[src/rtl/evt_timer_pkg.sv]
`timescale 1ns/1ps
package evt_timer_pkg;
  localparam int ADDR_W = 12;
  localparam int DATA_W = 64;

  localparam logic [ADDR_W-1:0] OFS_CAP  = 12'h000;
  localparam logic [ADDR_W-1:0] OFS_GCFG = 12'h010;
  localparam logic [ADDR_W-1:0] OFS_STS  = 12'h020;
  localparam logic [ADDR_W-1:0] OFS_CNT  = 12'h0F0;

  // channel mode bits
  localparam int MB_LVL = 1;
  localparam int MB_IEN = 2;
  localparam int MB_PRD = 3;
  localparam int MB_LDP = 6;
  localparam logic [DATA_W-1:0] MODE_RW = 64'h4E;

  function automatic logic [DATA_W-1:0] merge64(input logic [DATA_W-1:0] old_v,
                                                input logic [DATA_W-1:0] new_v,
                                                input logic [DATA_W-1:0] msk);
    return (old_v & ~msk) | (new_v & msk);
  endfunction
endpackage

[src/rtl/evt_counter.sv]
`timescale 1ns/1ps
module evt_counter #(
  parameter int W = 64
) (
  input  logic         clk_i,
  input  logic         rst_ni,
  input  logic         en_i,
  input  logic         we_i,
  input  logic [W-1:0] wmask_i,
  input  logic [W-1:0] wval_i,
  output logic [W-1:0] cnt_o
);
  logic [W-1:0] cnt_q;

  always_ff @(posedge clk_i or negedge rst_ni) begin
    if (!rst_ni)           cnt_q <= '0;
    else if (en_i)         cnt_q <= cnt_q + W'(1);
    else if (we_i)         cnt_q <= (cnt_q & ~wmask_i) | (wval_i & wmask_i);
  end

  assign cnt_o = cnt_q;

  p_cnt_step_r2: assert property (@(posedge clk_i) disable iff (!rst_ni)
    en_i |=> cnt_q == $past(cnt_q) + W'(1));
  p_cnt_hold_r2: assert property (@(posedge clk_i) disable iff (!rst_ni)
    (!en_i && !we_i) |=> $stable(cnt_q));
endmodule

[src/rtl/evt_channel.sv]
`timescale 1ns/1ps
module evt_channel import evt_timer_pkg::*; #(
  parameter logic [31:0] IRQ_CAP = 32'h00FF_0000
) (
  input  logic              clk_i,
  input  logic              rst_ni,
  input  logic [DATA_W-1:0] cnt_i,
  input  logic              run_i,
  input  logic              mode_we_i,
  input  logic              cmp_we_i,
  input  logic              rte_we_i,
  input  logic [DATA_W-1:0] wmask_i,
  input  logic [DATA_W-1:0] wval_i,
  input  logic              sts_clr_i,
  output logic [DATA_W-1:0] mode_o,
  output logic [DATA_W-1:0] cmp_o,
  output logic [DATA_W-1:0] rte_o,
  output logic              sts_o,
  output logic              irq_o
);
  logic [DATA_W-1:0] cmp_q, per_q, rte_q, mode_nx;
  logic lvl_q, ien_q, prd_q, ldp_q, sts_q, pls_q, hit;

  assign mode_o  = {IRQ_CAP, 25'b0, ldp_q, 2'b0, prd_q, ien_q, lvl_q, 1'b0};
  assign mode_nx = merge64(mode_o, wval_i, wmask_i & MODE_RW);
  assign hit     = run_i && (cnt_i == cmp_q);

  always_ff @(posedge clk_i or negedge rst_ni) begin
    if (!rst_ni) begin
      cmp_q <= '0; per_q <= '0;
      lvl_q <= 1'b0; ien_q <= 1'b0; prd_q <= 1'b0; ldp_q <= 1'b0;
    end else if (mode_we_i) begin
      lvl_q <= mode_nx[MB_LVL];
      ien_q <= mode_nx[MB_IEN];
      prd_q <= mode_nx[MB_PRD];
      ldp_q <= mode_nx[MB_LDP];
      if (hit && prd_q) cmp_q <= cmp_q + per_q;
    end else if (cmp_we_i) begin
      per_q <= merge64(per_q, wval_i, wmask_i);
      if (ldp_q) ldp_q <= 1'b0;
      else       cmp_q <= merge64(cmp_q, wval_i, wmask_i);
    end else if (hit && prd_q) begin
      cmp_q <= cmp_q + per_q;
    end
  end

  always_ff @(posedge clk_i or negedge rst_ni) begin
    if (!rst_ni)         rte_q <= '0;
    else if (rte_we_i)   rte_q <= merge64(rte_q, wval_i, wmask_i);
  end

  // set wins over a same-cycle clear
  always_ff @(posedge clk_i or negedge rst_ni) begin
    if (!rst_ni) begin
      sts_q <= 1'b0; pls_q <= 1'b0;
    end else begin
      if (hit && lvl_q && ien_q) sts_q <= 1'b1;
      else if (sts_clr_i)        sts_q <= 1'b0;
      pls_q <= hit && !lvl_q && ien_q;
    end
  end

  assign cmp_o = cmp_q;
  assign rte_o = rte_q;
  assign sts_o = sts_q;
  assign irq_o = lvl_q ? (sts_q && ien_q) : pls_q;

  p_oneshot_keep_r4: assert property (@(posedge clk_i) disable iff (!rst_ni)
    (hit && !prd_q && !cmp_we_i) |=> $stable(cmp_q));
  p_reload_r5: assert property (@(posedge clk_i) disable iff (!rst_ni)
    (hit && prd_q && !cmp_we_i) |=> cmp_q == $past(cmp_q) + $past(per_q));
  p_ldp_keep_r6: assert property (@(posedge clk_i) disable iff (!rst_ni)
    (cmp_we_i && ldp_q && !hit) |=> ($stable(cmp_q) && !ldp_q));
  p_sts_set_r7: assert property (@(posedge clk_i) disable iff (!rst_ni)
    $rose(sts_q) |-> $past(lvl_q && ien_q && run_i));
  p_sts_sticky_r7: assert property (@(posedge clk_i) disable iff (!rst_ni)
    (sts_q && !sts_clr_i) |=> sts_q);
  p_edge_quiet_r9: assert property (@(posedge clk_i) disable iff (!rst_ni)
    (!ien_q && !mode_we_i) |=> !irq_o);
endmodule

[src/rtl/evt_timer.sv]
`timescale 1ns/1ps
module evt_timer import evt_timer_pkg::*; #(
  parameter int          NUM_CH     = 3,
  parameter logic [7:0]  REV_ID     = 8'h01,
  parameter logic [15:0] VENDOR_ID  = 16'h1D0F,
  parameter logic [31:0] TICK_FS    = 32'd10_000_000,
  parameter logic        LEGACY_CAP = 1'b1,
  parameter logic [31:0] IRQ_CAP    = 32'h00FF_0000
) (
  input  logic              clk_i,
  input  logic              rst_ni,
  input  logic [ADDR_W-1:0] addr_i,
  input  logic [DATA_W-1:0] wdata_i,
  input  logic              wr_i,
  input  logic              rd_i,
  input  logic              wide_i,
  output logic [DATA_W-1:0] rdata_o,
  output logic [NUM_CH-1:0] irq_o
);
  localparam int CH_IW = 3;
  localparam logic [4:0] LAST_CH = 5'(NUM_CH - 1);
  localparam logic [DATA_W-1:0] CAP_WORD =
    {TICK_FS, VENDOR_ID, LEGACY_CAP, 1'b0, 1'b1, LAST_CH, REV_ID};

  logic acc_ok, hi_half, wr_ok, sel_ch;
  logic [ADDR_W-1:0] qaddr;
  logic [CH_IW-1:0] ch_idx;
  logic [1:0] ch_sub;
  logic [DATA_W-1:0] wmask, wval, cnt, full;
  logic [1:0] gcfg_q;
  logic [NUM_CH-1:0] sts;
  logic [DATA_W-1:0] mode_rd [NUM_CH];
  logic [DATA_W-1:0] cmp_rd  [NUM_CH];
  logic [DATA_W-1:0] rte_rd  [NUM_CH];

  assign acc_ok  = wide_i ? (addr_i[2:0] == 3'b000) : (addr_i[1:0] == 2'b00);
  assign hi_half = addr_i[2];
  assign qaddr   = {addr_i[ADDR_W-1:3], 3'b000};
  assign wr_ok   = wr_i && acc_ok;
  assign sel_ch  = (qaddr[ADDR_W-1:8] == 4'h1);
  assign ch_idx  = qaddr[7:5];
  assign ch_sub  = qaddr[4:3];
  assign wmask   = wide_i ? '1 : (hi_half ? {32'hFFFF_FFFF, 32'h0} : {32'h0, 32'hFFFF_FFFF});
  assign wval    = wide_i ? wdata_i : {2{wdata_i[31:0]}};

  always_ff @(posedge clk_i or negedge rst_ni) begin
    if (!rst_ni)                             gcfg_q <= 2'b00;
    else if (wr_ok && qaddr == OFS_GCFG)     gcfg_q <= (gcfg_q & ~wmask[1:0]) | (wval[1:0] & wmask[1:0]);
  end

  evt_counter #(.W(DATA_W)) u_cnt (
    .clk_i, .rst_ni,
    .en_i    (gcfg_q[0]),
    .we_i    (wr_ok && qaddr == OFS_CNT),
    .wmask_i (wmask),
    .wval_i  (wval),
    .cnt_o   (cnt)
  );

  for (genvar i = 0; i < NUM_CH; i++) begin : g_ch
    logic hit_me;
    assign hit_me = wr_ok && sel_ch && (ch_idx == CH_IW'(i));
    evt_channel #(.IRQ_CAP(IRQ_CAP)) u_ch (
      .clk_i, .rst_ni,
      .cnt_i     (cnt),
      .run_i     (gcfg_q[0]),
      .mode_we_i (hit_me && ch_sub == 2'd0),
      .cmp_we_i  (hit_me && ch_sub == 2'd1),
      .rte_we_i  (hit_me && ch_sub == 2'd2),
      .wmask_i   (wmask),
      .wval_i    (wval),
      .sts_clr_i (wr_ok && qaddr == OFS_STS && wval[i] && wmask[i]),
      .mode_o    (mode_rd[i]),
      .cmp_o     (cmp_rd[i]),
      .rte_o     (rte_rd[i]),
      .sts_o     (sts[i]),
      .irq_o     (irq_o[i])
    );
  end

  always_comb begin
    full = '0;
    unique case (qaddr)
      OFS_CAP:  full = CAP_WORD;
      OFS_GCFG: full = {62'b0, gcfg_q};
      OFS_STS:  full = {{(DATA_W-NUM_CH){1'b0}}, sts};
      OFS_CNT:  full = cnt;
      default:  full = '0;
    endcase
    for (int i = 0; i < NUM_CH; i++) begin
      if (sel_ch && ch_idx == CH_IW'(i)) begin
        case (ch_sub)
          2'd0:    full = mode_rd[i];
          2'd1:    full = cmp_rd[i];
          2'd2:    full = rte_rd[i];
          default: full = '0;
        endcase
      end
    end
  end

  assign rdata_o = (!rd_i || !acc_ok) ? '0 :
                   wide_i ? full :
                   hi_half ? {32'h0, full[63:32]} : {32'h0, full[31:0]};

  p_misalign_ignored_r11: assert property (@(posedge clk_i) disable iff (!rst_ni)
    (wr_i && !acc_ok) |=> $stable(gcfg_q));
endmodule

[config.mk]
export PLATFORM = sky130hd
export DESIGN_NAME = evt_timer
export DESIGN_NICKNAME = d
export VERILOG_FILES = /design/src/rtl/evt_timer_pkg.sv /design/src/rtl/evt_counter.sv /design/src/rtl/evt_channel.sv /design/src/rtl/evt_timer.sv
export SDC_FILE = /design/constraint.sdc
export NUM_CORES = 2
export LEC_CHECK = 0
export CORE_MARGIN = 8
export CORE_UTILIZATION = 30
export DETAILED_ROUTE_END_ITERATION = 8
export GPL_TIMING_DRIVEN = 0
export PLACE_DENSITY = 0.47
export SLEW_MARGIN = 40
export SYNTH_ARGS = -nofsm -noshare
export SYNTH_HDL_FRONTEND = slang
export SYNTH_SLANG_ARGS = --single-unit
[constraint.sdc]
create_clock -name clk_i -period 4.9 [get_ports clk_i]
set_input_delay 0.49 -clock clk_i [delete_from_list [all_inputs] [get_ports clk_i]]
set_output_delay 0.49 -clock clk_i [all_outputs]
set_load 0.005 [all_outputs]
-- After elaboration in Yosys (flattened, before gate mapping)
Cells that the tools add are included.
- equality and inequality tests: 14
- $add $sub $neg: 4
- mux-type cells: 43
- order comparisons: 0
- multiply operators: 0
- divide/modulo/power cells: 0
- bitwise gates (word level): 37
- shift-type cells: 0
- reduce and logical (&&, ||, !) cells: 68
- operators by type and width (kind ; number):
    64-bit two-way mux ; 22
    64-bit bitwise AND ; 11
    64-bit bitwise OR ; 10
    64-bit one-hot mux with 3 select lines ; 3
    64-bit one-hot mux with 4 select lines ; 1
    64-bit adder ; 3
    64-bit equality test ; 3
    64-bit by 1-bit adder with 64-bit output (second input constant) ; 1
    64-bit NOT ; 1
    1-bit logical AND ; 47
    32-bit two-way mux ; 1
    7-bit bitwise AND ; 4
    7-bit bitwise OR ; 3
    1-bit two-way mux ; 16
    2-bit nonzero test ; 7
    12-bit logical NOT ; 1
    9-bit by 2-bit equality test with 1-bit output (second input constant) ; 1
    9-bit by 3-bit equality test with 1-bit output (second input constant) ; 1
    9-bit by 5-bit equality test with 1-bit output (second input constant) ; 1
    3-bit by 2-bit != test with 1-bit output (second input constant) ; 3
    7-bit NOT ; 1
    3-bit logical NOT ; 2
    2-bit AND reduction ; 3
    1-bit logical NOT ; 5
    other kinds (11) ; 15
- RAM bits: 0
- logic and storage cells: 195
- bits in registers: 660
- output and inout port bits: 67
- bits in latches: 0
- bits in read-only memories: 0
- bits of input ports: 81
- memories: 0

-- Longest topological paths before layout
- depth after elaboration: 8
- gate-level depth with buffers: 13

-- Modules after synthesis
Synthesis repeated with hierarchy kept, for this count alone.
- cell total of the unflattened synthesis: 6166
- area total of the unflattened synthesis: 52749.3 µm²
- by module, submodules not included (module ; cells an instance ; area each (µm²) ; times used):
    evt_channel (g_ch[1].u_ch ...) ; 1523 ; 13767.0 ; 2
    evt_channel (g_ch[0].u_ch) ; 1562 ; 13852.0 ; 1
    evt_timer ; 1040 ; 6713.9 ; 1
    evt_counter ; 518 ; 4649.5 ; 1

-- Worst setup path after synthesis
Ideal clock, no wire load.
- path kind: register to register
- start point: reg with a tool-made name
- end point: reg with a tool-made name
- period minus slack after synthesis: 3.394 ns
- cell stages (with the launch flop): 14
- setup time: 0.123 ns
- setup slack: 1.506 ns
- required time: 4.777 ns
- arrival: 3.272 ns
- cell sequence: dfrtp_1 > ha_1 > fa_1 > a211oi_1 > o211ai_1 > and4b_1 > o311a_1 > and3_1 > o31a_1 > o21ai_1 > o41ai_1 > a21o_1 > xor2_1 > o221a_2

-- Worst setup path in the final report
- start point: in addr_i[4]
- end point: out rdata_o[20]
- cells in the longest elaborated chain, start to end: 8
- elaborated cells between the ends (all ways): 17
- classes of those cells: eq/ne (5); mux (10); reduce/logical (2)
- RTL lines (element ; RTL line ; text):
    start: declaration ; evt_timer.sv:12 ; input logic [ADDR_W-1:0] addr_i,
    9-bit by 5-bit equality test with 1-bit output (tied with other cells) ; evt_timer.sv:83 ; unique case (qaddr)
    64-bit one-hot mux with 4 select lines / 64-bit one-hot mux with 3 select lines (equally long branches) ; evt_timer.sv:83, evt_timer.sv:92 ;
    64-bit two-way mux (2 in series) ; evt_timer.sv:91 ; if (sel_ch && ch_idx == CH_IW'(i)) begin
    64-bit two-way mux (*) ; evt_timer.sv:91 ;
    32-bit two-way mux ; evt_timer.sv:104 ; hi_half ? {32'h0, full[63:32]} : {32'h0, full[31:0]};
    64-bit two-way mux (*) ; evt_timer.sv:103 ; wide_i ? full :
    64-bit two-way mux (*) ; evt_timer.sv:102 ; assign rdata_o = (!rd_i || !acc_ok) ? '0 :
    end: declaration ; evt_timer.sv:17 ; output logic [DATA_W-1:0] rdata_o,
Mark *: on every way between the ends. The rest lies on a longest branch, timed or not.

==> results.json <==
{
  "num_vias": 46800,
  "ys_warn_count": 0,
  "worst-r2r-cell-count": 12,
  "setup_viol": 22,
  "nets": 5883,
  "place.detailed.hpwl_um": 221000,
  "ys_ff_latch": 660,
  "clkPwrFrac_pct": 45.6,
  "die_y_um": 406,
  "fmax_ghz": 0.201,
  "worst_slack_ns": -0.0753,
  "routabilityCongestion": 1.07,
  "clk_pin_slew_worst_paths_ns": 0.05,
  "syn_area_um2": 45700,
  "cts_buffer_depth": 3,
  "syn_inst": 5336,
  "grt_pass1_vias": 45000,
  "finClkSkew_ns": 0.0271,
  "track_usage_pct": 31.7,
  "fin_crit_ns": 4.98,
  "overflow": 0,
  "ys.flop_type": "dfrtp_1",
  "p_int_uw": 9650,
  "fp.dieW_um": 406,
  "root_buffer": "clkbuf_16",
  "fin_cells": 7713,
  "synth_edf_count": 0,
  "numCtsBuffers": 84,
  "htree_num_levels": 3,
  "drive_gt1_share_pct": 12.5,
  "routed_via_density": 6.06,
  "crit_type": "in -> out",
  "die_area_um2": 165000,
  "place_inst": 7551,
  "clock_sinks": 660,
  "cts_tree": "built",
  "switching_share_pct": 30.5,
  "final_design_area_no_fill_um2": 54100,
  "io_pins": 148,
  "routed_wl_um": 272000,
  "crit_start": "addr_i[4]",
  "ys_seq_area_share_pct": 36.1,
  "power_density_nw_per_um2": 257,
  "fin_crit_sh_pct": 102,
  "postPlaceCellArea_um2": 51000,
  "finalMaxSlewViolations": 0,
  "arrival_ns": 4.49,
  "area_growth_pct": 18.2,
  "crit_end": "rdata_o[20]",
  "wl_per_cell_um": 35.2,
  "worstMarginPinSlew_ns": 0.978,
  "drc": 0,
  "grt_max_degree": 97,
  "tns_ns": -0.666,
  "utilization_pct": 35.6,
  "rsz0062_at_grt": "no",
  "ant_nets": 0,
  "violations": "setup timing",
  "hold_viol": 0,
  "p_sw_uw": 4230,
  "peakVddDrop_v": 0.000235,
  "hp-class": "in -> async",
  "async_flop_share_pct": 100,
  "drt_iter0_drc": 5354,
  "timing.hold.ws_ns": 0.320,
  "initial_utilization_pct": 30.1,
  "clk_latency_ns": 0.71,
  "grt_pass1_wl_um": 368000,
  "max_cap_viol_count": 0,
  "p_leak_uw": 0.0233,
  "rows": 143,
  "synth_cell_types": 99,
  "r2r_setup_slack_ns": -0.05,
  "coreArea_um2": 152000,
  "startpoint_type": "input port",
  "cp.required_ns": 4.41,
  "worstPathMaxFanout": 10,
  "critPathCaptureType": "primary output",
  "pwr-share-seq_pct": 40.9,
  "dr.pass1.iters": 6,
  "grt_antenna_before_repair": 19,
  "comb_power_share_pct": 13.6,
  "portBuffers": 143,
  "syn_avg_cell_area_um2": 8.57,
  "postSynthNetCount": 5610,
  "max_slew_margin_pct": 34.8,
  "outcome": "finished, violations left"
}
-- per-layer routing --
metal	global-route usage [%]	vias to the layer above	part of all wire, %
met5	0	-	0.021
met3	6.28	632	8.5
li1	-	20100	-
met2	47.9	2547	43
met4	18.6	8	7.2
met1	42.0	23500	42
-- power groups by stage --
stage / clock network, uW / registers (uW) / logic [uW]
3_5_place_dp: 0 / 5760 / 1790
4_1_cts: 6400 / 5660 / 1810
6_report: 6320 / 5670 / 1880
5_1_grt: 6610 / 5670 / 1900
2_1_floorplan: 0 / 5680 / 716
3_3_place_gp: 0 / 5780 / 1660
-- layout by cell type (no fill, tap or decap), types with 13 or more instances in the layout --
master,count
dfrtp_1,660
a21oi_1,611
nor2_1,508
nand2_1,415
o21ai_0,340
clkbuf_1,259
xnor2_1,230
mux2_2,217
ha_1,190
o22ai_1,151
a22oi_1,145
a21o_1,138
clkdlybuf4s50_1,137
xor2_1,129
inv_1,114
nand4_1,106
clkbuf_16,86
nand3_1,84
clkbuf_2,83
buf_2,74
a221oi_1,58
a211oi_1,54
nor3_1,50
mux2i_1,50
and3_1,50
nand2b_1,45
o21bai_1,44
nor2b_1,39
nor4_1,38
o21a_1,31
mux2i_4,30
a31oi_1,28
o21ai_1,20
and2_1,18
buf_6,16
buf_4,15
o211ai_1,14
o22a_1,13
and4_1,13
clkbuf_8,13
-- timing repair --
action | CTS | global route
endpoints found under the hold margin | 50 | 0
endpoints found under the setup margin | 64 | 41
hold buffers | 1 | 0
pin swaps | 2 | 0
buffers inserted | 3 | 0
resized for setup | 79 | 14
-- final cells by class --
type / instances / area, um^2
well taps: 2030 / 2540
flip-flops and latches: 660 / 16500
fillers: 16100 / 97700
repair buffers: 190 / 2120
diodes: 12 / 30.0
multi-input cells: 4146 / 27900
clock inverters: 23 / 254
inverters: 115 / 432
clock buffers: 125 / 2430
plain buffers: 412 / 1840
-- Yosys cell counts, drive strengths merged, types with 44 or more instances --
library cell	instances	area [um^2]
dfrtp	660	16500
a21oi	619	3140
nor2	520	1960
nand2	418	1570
o21ai	363	1820
clkbuf	331	1240
xnor2	232	2030
mux2	217	2440
ha	190	2380
o22ai	154	970
a22oi	146	1100
a21o	138	1040
xor2	129	1130
inv	114	428
nand4	107	676
nand3	85	425
buf	84	454
mux2i	80	801
a211oi	73	558
a221oi	61	541
nor3	61	325
and3	51	319
nand2b	46	288
nor4	44	303
o21bai	44	330
-- how the worst min path moves through the flow --
stage,from,to,slack (ns),depth (start not counted)
2_1_floorplan,rst_ni,async pin,0.19,0
3_3_place_gp,flop,flop,0.47,1
3_5_place_dp,rst_ni,async pin,0.38,1
4_1_cts,rst_ni,async pin,0.30,2
5_1_grt,rst_ni,async pin,0.32,2
6_report,rst_ni,async pin,0.32,2
-- through the flow --
stage	total power (uW)	setup slack, ns
2_1_floorplan	6400	1.51
3_3_place_gp	7450	-29.65
3_5_place_dp	7550	-1.66
4_1_cts	13900	0.0469
5_1_grt	14200	0.0130
6_report	13900	-0.0753
-- cells by family after synthesis --
| logic type | share of synthesized area, % |
|---|---|
| AO/OA/AOI/OAI | 25.2 |
| XOR/XNOR | 6.91 |
| adder cells (fa/ha/maj) | 5.33 |
| buffers and inverters | 4.66 |
| flip-flops | 36.1 |
| multiplexers | 7.09 |
| AND/OR/NAND/NOR | 14.7 |
-- worst max-delay path, stage by stage --
cell             delay [ns]
dlygate4sd2_1          0.53
nor2b_1                0.20
clkbuf_1               0.37
clkbuf_1               0.54
clkbuf_2               0.46
a221oi_1               0.29
o22ai_1                0.28
nor2_1                 0.10
a211oi_2               0.56
clkdlybuf4s50_1        0.63
No activity file was read; power rests on OpenSTA's default activity.
